### src/rtl/wrr2_pkg.sv
package wrr2_pkg;
  typedef enum logic {
    QSEL_HI = 1'b0,
    QSEL_LO = 1'b1
  } qsel_e;

  typedef enum logic {
    GST_IDLE = 1'b0,
    GST_BUSY = 1'b1
  } gst_e;
endpackage

### src/rtl/wrr2_pick.sv
module wrr2_pick
  import wrr2_pkg::*;
#(
  parameter int WGT_W = 4
) (
  input  logic             hi_ne,
  input  logic             lo_ne,
  input  logic [WGT_W-1:0] weight,
  input  logic [WGT_W-1:0] cnt,
  output logic             any_ne,
  output qsel_e            pick,
  output logic [WGT_W-1:0] cnt_nxt
);
  localparam logic [WGT_W-1:0] ONE = WGT_W'(1);

  logic [WGT_W-1:0] eff_w;
  logic             lo_due;

  always_comb begin
    eff_w   = (weight == '0) ? ONE : weight;
    lo_due  = (cnt >= eff_w);
    any_ne  = hi_ne | lo_ne;
    pick    = QSEL_HI;
    cnt_nxt = cnt;
    if (hi_ne && lo_ne) begin
      if (lo_due) begin
        pick    = QSEL_LO;
        cnt_nxt = '0;
      end else begin
        pick    = QSEL_HI;
        cnt_nxt = cnt + ONE;
      end
    end else if (hi_ne) begin
      pick    = QSEL_HI;
      cnt_nxt = lo_due ? '0 : (cnt + ONE);
    end else if (lo_ne) begin
      pick    = QSEL_LO;
      cnt_nxt = '0;
    end
  end
endmodule

### src/rtl/wrr2_credit.sv
module wrr2_credit #(
  parameter int WGT_W = 4
) (
  input  logic             clk,
  input  logic             rst_n,
  input  logic             take,
  input  logic [WGT_W-1:0] cnt_nxt,
  output logic [WGT_W-1:0] cnt
);
  logic [WGT_W-1:0] cnt_q;
  logic [WGT_W-1:0] cnt_d;
  logic             cnt_en;

  always_comb begin
    cnt_en = take;
    cnt_d  = cnt_nxt;
  end

  always_ff @(posedge clk or negedge rst_n) begin
    if (!rst_n) begin
      cnt_q <= '0;
    end else if (cnt_en) begin
      cnt_q <= cnt_d;
    end
  end

  assign cnt = cnt_q;

  AST_CNT_HOLDS_WHEN_IDLE: assert property (@(posedge clk) disable iff (!rst_n)
    !take |=> $stable(cnt_q));
endmodule

### src/rtl/wrr2_sched.sv
module wrr2_sched
  import wrr2_pkg::*;
#(
  parameter int WGT_W = 4
) (
  input  logic             clk,
  input  logic             rst_n,
  input  logic             hi_nonempty,
  input  logic             lo_nonempty,
  input  logic [WGT_W-1:0] hi_weight,
  input  logic             slot_avail,
  input  logic             pkt_done,
  output logic             grant_vld,
  output logic             grant_lo
);
  gst_e             st_q, st_d;
  qsel_e            sel_q, sel_d;
  qsel_e            pick;
  logic             any_ne;
  logic             take;
  logic             st_en;
  logic             sel_en;
  logic [WGT_W-1:0] cnt;
  logic [WGT_W-1:0] cnt_nxt;

  wrr2_pick #(.WGT_W(WGT_W)) u_pick (
    .hi_ne   (hi_nonempty),
    .lo_ne   (lo_nonempty),
    .weight  (hi_weight),
    .cnt     (cnt),
    .any_ne  (any_ne),
    .pick    (pick),
    .cnt_nxt (cnt_nxt)
  );

  wrr2_credit #(.WGT_W(WGT_W)) u_credit (
    .clk     (clk),
    .rst_n   (rst_n),
    .take    (take),
    .cnt_nxt (cnt_nxt),
    .cnt     (cnt)
  );

  always_comb begin
    take   = (st_q == GST_IDLE) && slot_avail && any_ne;
    st_d   = st_q;
    sel_d  = sel_q;
    st_en  = 1'b0;
    sel_en = 1'b0;
    unique case (st_q)
      GST_IDLE: begin
        if (take) begin
          st_d   = GST_BUSY;
          sel_d  = pick;
          st_en  = 1'b1;
          sel_en = 1'b1;
        end
      end
      GST_BUSY: begin
        if (pkt_done) begin
          st_d  = GST_IDLE;
          st_en = 1'b1;
        end
      end
      default: begin
        st_d  = GST_IDLE;
        st_en = 1'b1;
      end
    endcase
  end

  always_ff @(posedge clk or negedge rst_n) begin
    if (!rst_n) begin
      st_q <= GST_IDLE;
    end else if (st_en) begin
      st_q <= st_d;
    end
  end

  always_ff @(posedge clk or negedge rst_n) begin
    if (!rst_n) begin
      sel_q <= QSEL_HI;
    end else if (sel_en) begin
      sel_q <= sel_d;
    end
  end

  assign grant_vld = (st_q == GST_BUSY);
  assign grant_lo  = (sel_q == QSEL_LO);

  AST_SLOT_GIVES_GRANT: assert property (@(posedge clk) disable iff (!rst_n)
    (!grant_vld && slot_avail && (hi_nonempty || lo_nonempty)) |=> grant_vld);
  AST_NO_WORK_NO_GRANT: assert property (@(posedge clk) disable iff (!rst_n)
    (!grant_vld && !(slot_avail && (hi_nonempty || lo_nonempty))) |=> !grant_vld);
  AST_GRANT_HELD: assert property (@(posedge clk) disable iff (!rst_n)
    (grant_vld && !pkt_done) |=> (grant_vld && $stable(grant_lo)));
  AST_DONE_RELEASES: assert property (@(posedge clk) disable iff (!rst_n)
    (grant_vld && pkt_done) |=> !grant_vld);
  AST_HI_ONLY_WINS: assert property (@(posedge clk) disable iff (!rst_n)
    (!grant_vld && slot_avail && hi_nonempty && !lo_nonempty) |=> !grant_lo);
  AST_LO_ONLY_WINS: assert property (@(posedge clk) disable iff (!rst_n)
    (!grant_vld && slot_avail && !hi_nonempty && lo_nonempty) |=> grant_lo);
  AST_LO_CLEARS_CREDIT: assert property (@(posedge clk) disable iff (!rst_n)
    $rose(grant_vld) && grant_lo |-> (cnt == '0));
endmodule

### config.mk
export PLATFORM = sky130hd
export DESIGN_NAME = wrr2_sched
export DESIGN_NICKNAME = d
export VERILOG_FILES = /design/src/rtl/wrr2_pkg.sv /design/src/rtl/wrr2_pick.sv /design/src/rtl/wrr2_credit.sv /design/src/rtl/wrr2_sched.sv
export SDC_FILE = /design/constraint.sdc
export NUM_CORES = 1
export LEC_CHECK = 0
export ABC_AREA = 0
export ABC_CLOCK_PERIOD_IN_PS = 1800
export BUFFER_PORTS_ARGS = -buffer_cell sky130_fd_sc_hd__buf_2
export CAP_MARGIN = 20
export CORE_AREA = 10 10 47 49
export DETAILED_ROUTE_END_ITERATION = 16
export DIE_AREA = 0 0 57 59
export PLACE_DENSITY = 0.54
export REMOVE_ABC_BUFFERS = 1
export SYNTH_ARGS = -nofsm -noshare
export SYNTH_HDL_FRONTEND = slang
export SYNTH_HIERARCHICAL = 1
export SYNTH_SLANG_ARGS = --single-unit
export TNS_END_PERCENT = 1
### constraint.sdc
create_clock -name clk -period 1.8 [get_ports clk]
set_input_delay 0.18 -clock clk [delete_from_list [all_inputs] [get_ports clk]]
set_output_delay 0.18 -clock clk [all_outputs]
set_load 0.05 [all_outputs]
==> reports/results.ini <==
[route]
vias = 363
drt-initial-drc-count = 1
routedWlPerCell_um = 12.3
drc_errors = 0
finalWirelength_um = 945
drt_pass1_iterations = 3
viasPerCell = 4.71
detail-route-antenna-nets = 0

[worst_setup_path]
critPathMaxFanout = 6
critPathSlowestCell = dfrtp_1
crit_buf_inv = 0
crit_required_ns = 1.92
start_kind = flip-flop
critPathMaxStageDelay_ns = 0.41
worstReg2RegStart = u_credit/cnt[3]$_DFFE_PN0P_
worst-setup-path-type = reg2reg
crit_family = compound AO/OA/AOI/OAI gates
ff2ff_setup_slack_ns = 0.10
arrival_ns = 1.81
worstSetupEndpointType = flip-flop
setup.worst_path.start = u_credit/cnt[3]$_DFFE_PN0P_
path_cells = ha_1 -> o211ai_1 -> o211a_4 -> a22o_1 -> mux2_2

[sta]
max_freq_mhz = 589
tightest_slew_ns = 0.280
rsz0062_at_grt = false
slew_headroom_pct = 81.2
hold_viol = 0
finalSetupViolCount = 0
slew_violations = 0
min_period_ns = 1.70
fin_setup_tns_ns = 0
min_period_over_period_pct = 94.2
skew_ns = 0.000290

[logic_synthesis]
synth-seq-cells = 6
synth.most_common_cell = inv_1
syn_inst = 43
yosysUniqueCellTypes = 19
synth_top_area_cell = dfrtp_1
ys_warn_count = 6
syn_area_um2 = 458
ys_async_sr_fraction_pct = 100
synth-edff-count = 0
syn_area_per_cell_um2 = 10.6
synth_top_area_share_pct = 32.8
synth-main-ff-cell = dfrtp_1
synth_common_cells = 7 x inv_1, 6 x dfrtp_1, 5 x ha_1
netlist_top_cells_area = dfrtp_1 33%, ha_1 14%, mux2_2 9.8%
seq_area_frac_synth_pct = 32.8

[worst_hold_path]
hp-start = pkt_done
hold_path_class = in2reg

[global_routing]
track_usage_pct = 6.21
grt_pass1_wl_um = 1630
grt_max_degree = 7
overflow = 0
antenna_found_initial = 0
first_global_vias = 393

[pwr]
leakagePower_nw = 0.317
clkPwrFrac_pct = 17.3
ir_drop_mv = 0.509
p_int_mw = 0.430
swShare_pct = 35.6
power_frac_seq_pct = 30.8
switching_power_mw = 0.237
power.density_nw_per_um2 = 1140
power_frac_comb_pct = 51.9

[layout]
stdcell_count = 77
area_delta_synth_final_pct = 28.4
drive_gt1_share_pct = 42.6
design_area_um2 = 588
nets = 78
fill_cells = 152
antennaDiodeCount = 0

[clocking]
postCtsSetupRepairBufs = 0
clkLatencyLatePin_ns = 0.24
ctsHoldBuffers = 1
numCtsBuffers = 3
htreeDepth = 1
clkTransAtPathRegs_ns = 0.04
cts_sinks = 6
cts_resized = 0
cts_tree = done
clock_path_buffers = 2
cts-root-buf = clkbuf_4

[place]
dp_hpwl_um = 821
placed_cells = 73
place.gp.congestion = 0.751
io_buffers = 11
place_area_um2 = 556

[floorplanning]
coreArea_um2 = 1400
dieArea_um2 = 3360
die_y_um = 59
ios = 12
die_w_um = 57
num_rows = 14
initial_core_util_pct = 32.7

[job]
drv_cap = 0

[run_status]
status = finished, final reports clean

[metrics by stage]
step / hold WS (ns) / total power, mW / worst slack (ns) / util [%]
floorplan: -0.116 / 0.441 / 0.189 / -
global placement: 0.00430 / 0.547 / 0.0558 / 39.6
detailed placement: 0.00495 / 0.556 / 0.0479 / 39.6
CTS: 0.123 / 0.681 / 0.0996 / 42.0
global route: 0.150 / 0.732 / 0.0364 / 42.0
finish: 0.125 / 0.668 / 0.104 / 42.0
[logic make-up (layout without fill, tap and decap cells)]
group                      count (synthesis)  count (layout)  synth area share [%]
AOI/OAI and AO/OA                          7               7                  14.2
buffers and inverters                      7              25                  5.74
xor gates and xnor gates                   1               1                  1.91
muxes                                      5               5                  13.1
and+or+nand+nor                           12              12                  18.6
adders and majority gates                  5               5                  13.7
DFF                                        6               6                  32.8
[sequential cells by signal, indices dropped and copies added, names as in the netlist]
name and flops:
grant_vld 1, grant_lo 1, u_credit/cnt 4
[routing by layer]
layer  wire length (um)  share of wire (%)  GRT usage [%]  vias to the layer above
met2                482                 51           10.5                        8
met5                  0                  0              0                        -
met1                387                 41           6.15                      162
met3                 48                5.1           1.29                        4
met4                 27                2.9           6.04                        0
li1                   -                  -              -                      189
[cell type report]
| class | count | area (um2) | area share (%) |
|---|---|---|---|
| timing repair buffer | 15 | 87.6 | 14.9 |
| clock buffer | 3 | 22.5 | 3.83 |
| sequential | 6 | 150 | 25.5 |
| multi-input combinational | 30 | 282 | 47.9 |
| tap | 16 | 20.0 | 3.40 |
| inverter | 7 | 26.3 | 4.47 |
[path summary, 6_finish.rpt]
| kind | to | depth (start not counted) |
|---|---|---|
| max | u_credit/cnt[1]$_DFFE_PN0P_ | 5 |
| min | grant_vld$_DFFE_PN0P_ | 2 |
| max reg2reg | u_credit/cnt[1]$_DFFE_PN0P_ | 5 |
| min reg2reg | grant_lo$_DFFE_PN0P_ | 1 |
| max in group asynchronous | grant_vld$_DFFE_PN0P_ | 2 |
| min in group asynchronous | u_credit/cnt[1]$_DFFE_PN0P_ | 2 |
[layout by cell type, fill, tap and decap left out]
cell           count
clkbuf_4           3
o211a_4            1
nand3_1            2
inv_1              7
a2bb2oi_1          1
o21ai_0            1
mux2_4             1
nor3b_2            1
nand2_1            2
buf_2             11
nand3b_4           1
dfrtp_1            6
dlygate4sd3_1      1
o211ai_1           1
nor2_1             2
buf_4              3
a22o_1             2
nor2b_1            2
nand3b_1           2
ha_1               5
xnor2_1            1
a31o_2             1
mux2_2             4
[power by group through the flow]
| stage | combinational [mW] | sequential [mW] | clock (mW) |
|---|---|---|---|
| 5_1_grt | 0.390 | 0.214 | 0.128 |
| 2_1_floorplan | 0.187 | 0.254 | 0 |
| 4_1_cts | 0.352 | 0.206 | 0.124 |
| 6_report | 0.346 | 0.206 | 0.115 |
| 3_5_place_dp | 0.349 | 0.207 | 0 |
| 3_3_place_gp | 0.341 | 0.207 | 0 |
Power figures use the tool's default switching activity.
